**src/rtl/latency_watch.sv**
```systemverilog
module latency_watch #(
  parameter int NSLOT = 4,
  parameter int DW    = 16,
  parameter int CW    = 16
) (
  input  logic             clk,
  input  logic             rst,
  input  logic             clear_err,
  input  logic             trig,
  input  logic             resp,
  input  logic [DW-1:0]    bound,
  output logic [NSLOT-1:0] pass_slot,
  output logic [NSLOT-1:0] fail_slot,
  output logic             overflow,
  output logic             err_sticky,
  output logic [CW-1:0]    pass_count,
  output logic [CW-1:0]    fail_count,
  output logic [CW-1:0]    ovf_count
);

  localparam int SW = $clog2(NSLOT + 1);

  logic             trig_q;
  logic [NSLOT-1:0] open_q;
  logic [DW-1:0]    left_q [NSLOT];
  logic [NSLOT-1:0] hit, expire, grant;

  wire fall = trig_q & ~trig;

  function automatic logic [CW-1:0] sat_add(input logic [CW-1:0] a, input logic [SW-1:0] n);
    logic [CW:0] s;
    s = {1'b0, a} + (CW+1)'(n);
    return s[CW] ? '1 : s[CW-1:0];
  endfunction

  always_comb begin
    logic taken;
    taken = 1'b0;
    grant = '0;
    for (int i = 0; i < NSLOT; i++) begin
      hit[i]    = open_q[i] & resp;
      expire[i] = open_q[i] & ~resp & (left_q[i] == '0);
      if (fall && !open_q[i] && !taken) begin
        grant[i] = 1'b1;
        taken    = 1'b1;
      end
    end
  end

  wire drop = fall & (grant == '0);

  always_ff @(posedge clk) begin
    if (rst) begin
      trig_q <= 1'b0;
      open_q <= '0;
      for (int i = 0; i < NSLOT; i++) left_q[i] <= '0;
    end else begin
      trig_q <= trig;
      for (int i = 0; i < NSLOT; i++) begin
        if (grant[i]) begin
          open_q[i] <= 1'b1;
          left_q[i] <= bound;
        end else if (hit[i] || expire[i]) begin
          open_q[i] <= 1'b0;
        end else if (open_q[i]) begin
          left_q[i] <= left_q[i] - 1'b1;
        end
      end
    end
  end

  always_ff @(posedge clk) begin
    if (rst) begin
      pass_slot  <= '0;
      fail_slot  <= '0;
      overflow   <= 1'b0;
      err_sticky <= 1'b0;
      pass_count <= '0;
      fail_count <= '0;
      ovf_count  <= '0;
    end else begin
      pass_slot  <= hit;
      fail_slot  <= expire;
      overflow   <= drop;
      pass_count <= sat_add(pass_count, SW'($countones(hit)));
      fail_count <= sat_add(fail_count, SW'($countones(expire)));
      ovf_count  <= sat_add(ovf_count, SW'(drop));
      if (expire != '0)   err_sticky <= 1'b1;
      else if (clear_err) err_sticky <= 1'b0;
    end
  end

  a_r3_pass_fail_exclusive: assert property (@(posedge clk) disable iff (rst)
    (pass_slot & fail_slot) == '0);

  a_r5_fail_needs_open: assert property (@(posedge clk) disable iff (rst)
    (open_q != '0) || (fail_slot == '0) |=> (fail_slot & ~$past(open_q)) == '0);

  a_r6_grant_takes_slot: assert property (@(posedge clk) disable iff (rst)
    (fall && open_q != '1) |=> $countones(open_q) >= 1);

  a_r8_overflow_only_full: assert property (@(posedge clk) disable iff (rst)
    overflow |-> $past(open_q) == '1 && $past(fall));

  a_r9_counts_monotonic: assert property (@(posedge clk) disable iff (rst)
    1'b1 |=> pass_count >= $past(pass_count) && fail_count >= $past(fail_count)
             && ovf_count >= $past(ovf_count));

  a_r10_sticky_holds: assert property (@(posedge clk) disable iff (rst)
    (err_sticky && !clear_err) |=> err_sticky);

  a_r10_set_on_fail: assert property (@(posedge clk) disable iff (rst)
    (fail_slot != '0) |-> err_sticky);

endmodule

```
**config.mk**
```make
export PLATFORM = sky130hd
export DESIGN_NAME = latency_watch
export DESIGN_NICKNAME = d
export VERILOG_FILES = /design/src/rtl/latency_watch.sv
export SDC_FILE = /design/constraint.sdc
export NUM_CORES = 1
export LEC_CHECK = 0
export BUFFER_PORTS_ARGS = -buffer_cell sky130_fd_sc_hd__buf_2
export CAP_MARGIN = 40
export CORE_UTILIZATION = 30
export DETAILED_ROUTE_END_ITERATION = 16
export GPL_TIMING_DRIVEN = 0
export PLACE_DENSITY_LB_ADDON = 0.25
export SLEW_MARGIN = 20
export SYNTH_ARGS = -nofsm -noshare
export SYNTH_HDL_FRONTEND = slang
export SYNTH_SLANG_ARGS = --single-unit
```
**constraint.sdc**
```tcl
create_clock -name clk -period 4.1 [get_ports clk]
set_input_delay 0.82 -clock clk [delete_from_list [all_inputs] [get_ports clk]]
set_output_delay 0.82 -clock clk [all_outputs]
set_load 0.02 [all_outputs]
```
==> results_dict.tcl, run 1 <==
set metrics [dict create \
    start_kind "input pin" \
    io_pins 79 \
    cts_max_level 4 \
    max-slew-margin-rel 0.463 \
    whs_ps 506 \
    ant_nets 0 \
    synthFlopType "edfxtp_1" \
    grt.total_usage 0.168 \
    rows 53 \
    layout_commonest_cell "nand2_1" \
    min_period_ps 3880 \
    synth_top_area_cell "edfxtp_1" \
    synth_area_leaders "edfxtp_1 (29%), dfxtp_1 (19%), xnor2_1 (6.1%)" \
    syn_area_mm2 0.00655 \
    hold_path_end "pass_count[11]$_SDFF_PP0_" \
    syn_inst 691 \
    power_mw 3.07 \
    synth_nets 730 \
    numCtsBuffers 17 \
    grt_pass1_vias 5240 \
    dpl.cell_count 1045 \
    clk_path_buf_depth 2 \
    maxCapViolations 0 \
    rr_endpoint "fail_count[5]$_SDFF_PP0_" \
    worst_ep_required_time_ps 4460 \
    avgRoutedWirePerCell_um 16.3 \
    clk_pin_slew_worst_paths_ps 60 \
    crit_fanout 10 \
    grt_start_max_net_pins 17 \
    drv_slew 0 \
    hold_buffers 0 \
    final_cells 1085 \
    async_reset_ff_frac 0 \
    timing.final.hold_violations 0 \
    layout_common_cells "nand2_1 (86), buf_2 (82), edfxtp_1 (64), dfxtp_1 (63), o21ai_0 (57)" \
    dp_hpwl_um 11800 \
    crit_arrival_ps 4240 \
    worst_pin_slew_ps 800 \
    crit_chain "buf_2 -> clkbuf_1 -> nor4b_1 -> nand4_1 -> buf_4 -> inv_1 -> fa_1 -> inv_1 -> fa_1 -> inv_1 -> fa_2 -> nand2_1 -> or2_2 -> or3_4 -> buf_2 -> a21oi_1" \
    drive_gt1_frac 0.177 \
    die_w_um 150 \
    avgSynthCellArea_um2 9.48 \
    slowest_delay_ps 470 \
    syn_to_final_growth_pct 22.4 \
    setup_ws_ps 217 \
    vias_per_cell 4.92 \
    place.gp.congestion 0.753 \
    max_freq_mhz 258 \
    nFillCells 2143 \
    slowest_stage "fa_1" \
    reg2regPathDepth 15 \
    irDropWorstVdd_uv 187 \
    drt-total-wl_um 17700 \
    synth-seq-area-share 0.486 \
    dpl_worst_slack_ps -444 \
    clk_latency_ps 430 \
    portBuffers 78 \
    clock_skew_ps 14.8 \
    post_dp_cell_area_mm2 0.00730 \
    setup_violations 0 \
    setup.worst_path.class "in2reg" \
    worstSetupEndpointType "register" \
    yosysUniqueCellTypes 50 \
    core_area_mm2 0.0212 \
    first_pass_iters 4 \
    cp_common_cell "inv_1" \
    min_path_cells 1 \
    antenna_found_initial 1 \
    drc 0 \
    initial_core_util 0.309 \
    nets 836 \
    synth-edff-count 64 \
    n_antenna_cell 0 \
    vias 5337 \
    fin_area_mm2 0.00802 \
    synth_top_area_frac 0.293 \
    die-area_mm2 0.0224 \
    gr-total-overflow 0 \
    utilization 0.378 \
    hold_path.class "reg2reg" \
    cts_sinks 127 \
    status "finished clean" \
    min_from "pass_count[11]$_SDFF_PP0_" \
    die_h_um 150 \
    drtIter0Drc 331 \
    p_leak_nw 3.00 \
    final.period_utilization 0.947 \
    rr_startpoint "left_q[0][5]$_SDFFCE_PN0P_" \
    rrSetupSlack_ps 310 \
    cts_tree "yes" \
    synth_seq_cells 127 \
    grt_pass1_wl_um 28200 \
    synth_warnings 0 \
    cts_root_buf "clkbuf_16" \
    fin_tns_setup_ps 0 \
    power_density_mw_per_mm2 382 \
    rsz0062_at_grt "yes" \
]
==> layer usage <==
metal  part of all wire  vias up  track usage
li1                   -     2668            -
met1               0.48     2500        0.229
met2               0.43      150        0.251
met3              0.075       17       0.0500
met4              0.014        2       0.0566
met5            0.00045        -            0
==> cells in the mapped netlist (11+ instances only) <==
library cell / n
nand3_1: 24
nor3_1: 32
a22oi_1: 11
xnor2_1: 46
ha_1: 12
xor2_1: 38
clkbuf_1: 20
nand2_1: 86
nor4_1: 12
edfxtp_1: 64
inv_1: 24
dfxtp_1: 63
a21oi_1: 39
o21ai_0: 57
nor2_1: 56
==> power breakdown <==
group	switching (mW)	total (mW)	internal (mW)
combinational	0.0973	0.150	0.0528
clock	0.590	1.53	0.937
sequential	0.0279	1.39	1.36
total	0.715	3.07	2.35
==> worst max-delay path: cells and delay by family <==
family / cells / cell delay [ps]
and+or+nand+nor: 5 / 1080
adders and majority gates: 3 / 1100
buffers and inverters: 7 / 1100
AOI/OAI and AO/OA: 1 / 150
==> what timing repair did <==
item	in CTS	in global routing
pin swaps	2	2
hold endpoints to repair	0	0
setup buffers	4	3
endpoints found under the setup margin	13	21
resized for setup	3	9
==> sequential cells by signal (all words and copies together), names as in the netlist <==
signal and cells:
fail_count 16, open_q 4, pass_count 16, left_q 64, ovf_count 16, err_sticky 1, overflow 1, pass_slot 4
trig_q 1, fail_slot 4
==> worst max path at each step <==
stage / to / depth (start not counted) / slack, ps / startpoint
finish: fail_count[5]$_SDFF_PP0_ / 16 / 220 / resp
global route: fail_count[6]$_SDFF_PP0_ / 16 / -2 / resp
CTS: fail_count[5]$_SDFF_PP0_ / 15 / 10 / left_q[2][7]$_SDFFCE_PN0P_
detailed placement: pass_count[1]$_SDFF_PP0_ / 13 / -440 / resp
global placement: pass_count[1]$_SDFF_PP0_ / 13 / -440 / resp
floorplan: pass_count[1]$_SDFF_PP0_ / 12 / 380 / resp
==> final cells by class <==
class,instances,area [um2],area share
Multi-Input combinational cell,517,3240,0.405
Sequential cell,127,3180,0.397
Clock buffer,24,546,0.0681
Timing Repair Buffer,87,459,0.0573
Tap cell,275,344,0.0429
Buffer,23,91.3,0.0114
Inverter,24,90.1,0.0112
Clock inverter,8,58.8,0.00734
==> cells by family after synthesis <==
family / share of synthesized area
muxes: 0.00306
xor gates and xnor gates: 0.112
and+or+nand+nor: 0.225
AOI/OAI and AO/OA: 0.105
adders and majority gates: 0.0413
DFF: 0.486
buffers and inverters: 0.0275
Power figures use the tool's default switching activity.
==> run 2, diff against run 1 <==
--- a/config.mk
+++ b/config.mk
@@ -6,7 +6,8 @@
 export NUM_CORES = 1
 export LEC_CHECK = 0
 export BUFFER_PORTS_ARGS = -buffer_cell sky130_fd_sc_hd__buf_2
-export CAP_MARGIN = 40
+export CAP_MARGIN = 0
+export CORE_ASPECT_RATIO = 1.75
 export CORE_UTILIZATION = 30
 export DETAILED_ROUTE_END_ITERATION = 16
 export GPL_TIMING_DRIVEN = 0
==> constraint.sdc (replaced) <==
create_clock -name clk -period 4.1 [get_ports clk]
set_input_delay 0 -clock clk [delete_from_list [all_inputs] [get_ports clk]]
set_output_delay 0 -clock clk [all_outputs]
set_load 0.02 [all_outputs]
==> run 2 against run 1 <==
  * Worst setup slack gained 47 ps
  * Final area is 1.5% higher
  * Utilization grew 0.076 points
  * Fmax increased by 1.2%
  * Die area barely moved
==> results_dict.tcl, run 2 (synthesized netlist as in run 1, its figures left out) <==
set metrics [dict create \
    p_clk_frac 0.486 \
    worstSetupEndpointType "register" \
    dp_hpwl_um 12900 \
    path_buf_inv 4 \
    max-slew-margin-rel 0.383 \
    power_density_mw_per_mm2 371 \
    clk_path_buf_depth 2 \
    grt.total_usage 0.170 \
    top_register "left_q" \
    rows 71 \
    min_from "rst" \
    swShare 0.228 \
    reg2regPathDepth 14 \
    start_kind "register" \
    vias 5399 \
    cell_internal_pwr_mw 2.33 \
    gr-total-overflow 0 \
    place.gp.congestion 0.796 \
    status "finished clean" \
    grt_start_max_net_pins 17 \
    final_cells 1115 \
    core_area_mm2 0.0215 \
    cts_tree "yes" \
    min_period_ps 3840 \
    crit_arrival_ps 4180 \
    rr_endpoint "fail_count[5]$_SDFF_PP0_" \
    avgRoutedWirePerCell_um 16.1 \
    drv_slew 0 \
    worst_ep_required_time_ps 4440 \
    portBuffers 78 \
    clk_latency_ps 420 \
    p_leak_nw 3.02 \
    slowest_stage "or4_1" \
    utilization 0.379 \
    switchingPower_mw 0.687 \
    die-area_mm2 0.0225 \
    grt_pass1_wl_um 28800 \
    layout_common_cells "nand2_1 (86), buf_2 (80), edfxtp_1 (64), dfxtp_1 (63), o21ai_0 (57)" \
    nets 849 \
    cts_root_buf "clkbuf_16" \
    hold_path.class "in2reg" \
    slowest_delay_ps 640 \
    io_pins 79 \
    hold_path_end "fail_slot[0]$_SDFF_PP0_" \
    drive_gt1_frac 0.163 \
    whs_ps 53.2 \
    fin_tns_setup_ps 0 \
    maxCapViolations 0 \
    drtIter0Drc 281 \
    min_path_cells 4 \
    max_freq_mhz 261 \
    crit_chain "or4_1 -> nor4_2 -> nand4_1 -> buf_4 -> inv_1 -> fa_1 -> inv_1 -> fa_1 -> inv_1 -> fa_2 -> nand2_1 -> or2_2 -> or3_4 -> a21oi_1" \
    die_h_um 197 \
    syn_to_final_growth_pct 24.2 \
    layout_commonest_cell "nand2_1" \
    worst_pin_slew_ps 918 \
    crit_fanout 13 \
    largest_register_ffs 64 \
    p_comb_frac 0.053 \
    dpl.cell_count 1061 \
    grt_pass1_vias 5507 \
    rrSetupSlack_ps 260 \
    cts_max_level 4 \
    clock_skew_ps 10.0 \
    clk_pin_slew_worst_paths_ps 60 \
    rr_startpoint "left_q[2][7]$_SDFFCE_PN0P_" \
    power_mw 3.02 \
    vias_per_cell 4.84 \
    ant_nets 0 \
    die_w_um 114 \
    irDropWorstVdd_uv 270 \
    n_antenna_cell 0 \
    cts_sinks 127 \
    antenna_found_initial 0 \
    initial_core_util 0.305 \
    first_pass_iters 4 \
    cp_common_cell "inv_1" \
    drt-total-wl_um 17900 \
    rsz0062_at_grt "no" \
    critical_path.top_delay_family "simple AND/OR/NAND/NOR gates" \
    setup.worst_path.class "reg2reg" \
    timing.final.hold_violations 0 \
    seqPwrFrac 0.461 \
    drc 0 \
    setup_violations 0 \
    numCtsBuffers 17 \
    final.period_utilization 0.935 \
]
run 2: final cells by class:
cell class              instances  area (um2)
plain buffers                  22        86.3
multi-input cells             517        3240
clock inverters                11         116
flip-flops and latches        127        3180
inverters                      24        90.1
well taps                     292         365
repair buffers                101         611
clock buffers                  21         450
fillers                      2254       13400
run 2: worst min-delay path: stages:
cell and delay [ps]:
buf_2 160, nor2_1 140, nand2_1 90, nor2_1 40
run 2: per-stage QoR:
step,cell area [um2],worst slack [ps]
3_5_place_dp,7310,-312
4_1_cts,8100,24.8
5_1_grt,8140,36.2
3_3_place_gp,7310,-320
6_report,8140,264
2_1_floorplan,6550,434
run 2: what timing repair did:
action,in CTS,in global routing
pin swaps,1,1
resized for setup,3,3
setup buffers,2,2
setup endpoints to repair,13,17
endpoints found under the hold margin,48,0
hold buffers,19,0
run 2: layer usage:
metal,track usage,vias to the layer above,part of all wire
met4,0.0677,0,0.027
met3,0.0396,22,0.040
li1,-,2688,-
met2,0.305,104,0.51
met1,0.192,2585,0.42
met5,0,-,0
run 2: how the worst max path moves through the flow:
stage | start | end | slack [ps] | depth (start not counted)
after CTS | left_q[0][5]$_SDFFCE_PN0P_ | fail_count[5]$_SDFF_PP0_ | 20 | 14
final | left_q[2][7]$_SDFFCE_PN0P_ | fail_count[5]$_SDFF_PP0_ | 260 | 14
after floorplan | left_q[2][7]$_SDFFCE_PN0P_ | fail_count[10]$_SDFF_PP0_ | 430 | 14
after global placement | left_q[2][7]$_SDFFCE_PN0P_ | fail_count[9]$_SDFF_PP0_ | -320 | 14
after global routing | left_q[0][6]$_SDFFCE_PN0P_ | fail_count[13]$_SDFF_PP0_ | 40 | 14
after detailed placement | left_q[2][7]$_SDFFCE_PN0P_ | fail_count[6]$_SDFF_PP0_ | -310 | 14
run 2: power groups by stage:
stage	registers, mW	clock network, mW	logic, mW
2_1_floorplan	1.41	0	0.0865
3_3_place_gp	1.42	0	0.144
3_5_place_dp	1.42	0	0.144
4_1_cts	1.39	1.51	0.161
5_1_grt	1.39	1.56	0.177
6_report	1.39	1.47	0.160
==> run 3, diff against run 2 <==
--- a/config.mk
+++ b/config.mk
@@ -7,8 +7,10 @@
 export LEC_CHECK = 0
 export BUFFER_PORTS_ARGS = -buffer_cell sky130_fd_sc_hd__buf_2
 export CAP_MARGIN = 0
+export CELL_PAD_IN_SITES_DETAIL_PLACEMENT = 2
+export CELL_PAD_IN_SITES_GLOBAL_PLACEMENT = 2
 export CORE_ASPECT_RATIO = 1.75
-export CORE_UTILIZATION = 30
+export CORE_UTILIZATION = 37
 export DETAILED_ROUTE_END_ITERATION = 16
 export GPL_TIMING_DRIVEN = 0
 export PLACE_DENSITY_LB_ADDON = 0.25
==> run 3 against run 2 <==
  * Non-clock buffer count is 2 lower
  * Clock power is 3% higher
  * Die area is 19% lower
==> results_dict.tcl, run 3 (synthesized netlist as in run 1, its figures left out) <==
set metrics [dict create \
    status "finished clean" \
    clk_latency_ps 420 \
    ant_nets 0 \
    timing.final.hold_violations 0 \
    drtIter0Drc 198 \
    setup_violations 0 \
    grt_pass1_vias 6418 \
    layout_common_cells "nand2_1 (86), buf_2 (81), edfxtp_1 (64), dfxtp_1 (63), o21ai_0 (57)" \
    max-slew-margin-rel 0.300 \
    place.gp.congestion 0.793 \
    utilization 0.464 \
    worst_pin_slew_ps 1040 \
    grt.total_usage 0.258 \
    nets 847 \
    grt_pass1_wl_um 34800 \
    die-area_mm2 0.0183 \
    die_h_um 178 \
    dpl_worst_slack_ps -509 \
    power_density_mw_per_mm2 381 \
    antenna_found_initial 0 \
    grt_start_max_net_pins 17 \
    syn_to_final_growth_pct 23.1 \
    p_leak_nw 3.04 \
    rows 64 \
    core_area_mm2 0.0174 \
    die_w_um 103 \
    maxCapViolations 0 \
    n_antenna_cell 0 \
    setup_ws_ps 194 \
    cts_root_buf "clkbuf_16" \
    largest_register_ffs 64 \
    worstSetupEndpointType "register" \
    numCtsBuffers 17 \
    fin_area_mm2 0.00807 \
    drv_slew 0 \
    final.period_utilization 0.953 \
    post_dp_cell_area_mm2 0.00724 \
    drive_gt1_frac 0.185 \
    clock_skew_ps 8.65 \
    clk_path_buf_depth 2 \
    io_pins 79 \
    power_mw 3.07 \
    layout_commonest_cell "nand2_1" \
    avgRoutedWirePerCell_um 21.6 \
    dp_hpwl_um 15800 \
    gr-total-overflow 0 \
    vias 5729 \
    min_period_ps 3910 \
    hold_path.class "in2reg" \
    whs_ps 19.0 \
    vias_per_cell 5.45 \
    irDropWorstVdd_uv 242 \
    initial_core_util 0.377 \
    cts_sinks 127 \
    cts_tree "yes" \
    cts_max_level 4 \
    clk_pin_slew_worst_paths_ps 60 \
    drt-total-wl_um 22700 \
    drc 0 \
    portBuffers 78 \
    start_kind "register" \
    worst_ep_required_time_ps 4430 \
    crit_arrival_ps 4240 \
    max_freq_mhz 256 \
    top_register "left_q" \
    setup.worst_path.class "reg2reg" \
    first_pass_iters 4 \
    crit_fanout 10 \
]
-- run 3: cell types whose count changed in the layout (fill, tap and decap cells not counted), moves of 2 or more --
cell           before  now
clkbuf_1           22   19
clkinv_4            1    6
clkbuf_16          17   20
bufinv_16           2    0
or4_4               2    4
clkinvlp_4          3    0
clkinv_2            5    3
buf_4               4   13
dlygate4sd3_1      19    7
or4_1               8    6
-- run 3: metal layers --
metal | GRT usage | vias up | share of wire
li1 | - | 2685 | -
met1 | 0.255 | 2896 | 0.37
met2 | 0.502 | 115 | 0.57
met3 | 0.0490 | 33 | 0.029
met4 | 0.115 | 0 | 0.029
met5 | 0 | - | 0
-- run 3: where the power goes --
group          internal, mW  switching (mW)  total (mW)
Clock                 0.902           0.609        1.51
Sequential             1.36          0.0297        1.39
Combinational        0.0597           0.109       0.168
Total                  2.32           0.747        3.07
-- run 3: final cells by class --
cell class | instances | area [um2]
Buffer | 22 | 90.1
Clock inverter | 10 | 73.8
Sequential cell | 127 | 3180
Fill cell | 1901 | 9310
Timing Repair Buffer | 99 | 563
Clock buffer | 22 | 518
Multi-Input combinational cell | 517 | 3260
Inverter | 24 | 90.1
Tap cell | 231 | 289
-- run 3: metrics by stage --
step,instances,TNS (ps)
detailed placement,1001,-5380
finish,1052,0
global route,1052,-0.493
floorplan,691,0
global placement,1000,-2480
CTS,1043,0
-- run 3: repair_timing --
item | in CTS | in global routing
buffers inserted | 3 | 10
gates resized for setup | 10 | 4
pin swaps | 3 | 5
setup endpoints to repair | 16 | 21
hold buffers | 7 | 0
hold endpoints to repair | 17 | 0
-- run 3: worst paths after layout --
path,endpoint,cells after the start,start,slack [ps]
setup reg to reg,fail_count[11]$_SDFF_PP0_,14,left_q[0][9]$_SDFFCE_PN0P_,190
hold reg to reg,pass_count[11]$_SDFF_PP0_,1,pass_count[11]$_SDFF_PP0_,510
setup / recovery,fail_count[11]$_SDFF_PP0_,14,left_q[0][9]$_SDFFCE_PN0P_,190
hold / removal,left_q[0][11]$_SDFFCE_PN0P_,3,bound[11],20
-- run 3: critical path, stage by stage (launching register included) --
cell      delay (ps)
edfxtp_1         430
or4_1            640
nor2_2           210
nand4_1          230
inv_2            120
fa_1             160
inv_1             50
fa_1             390
inv_1             90
fa_2             250
nand2_1           90
or2_2            340
or3_4            420
clkbuf_4         210
a21oi_1          160
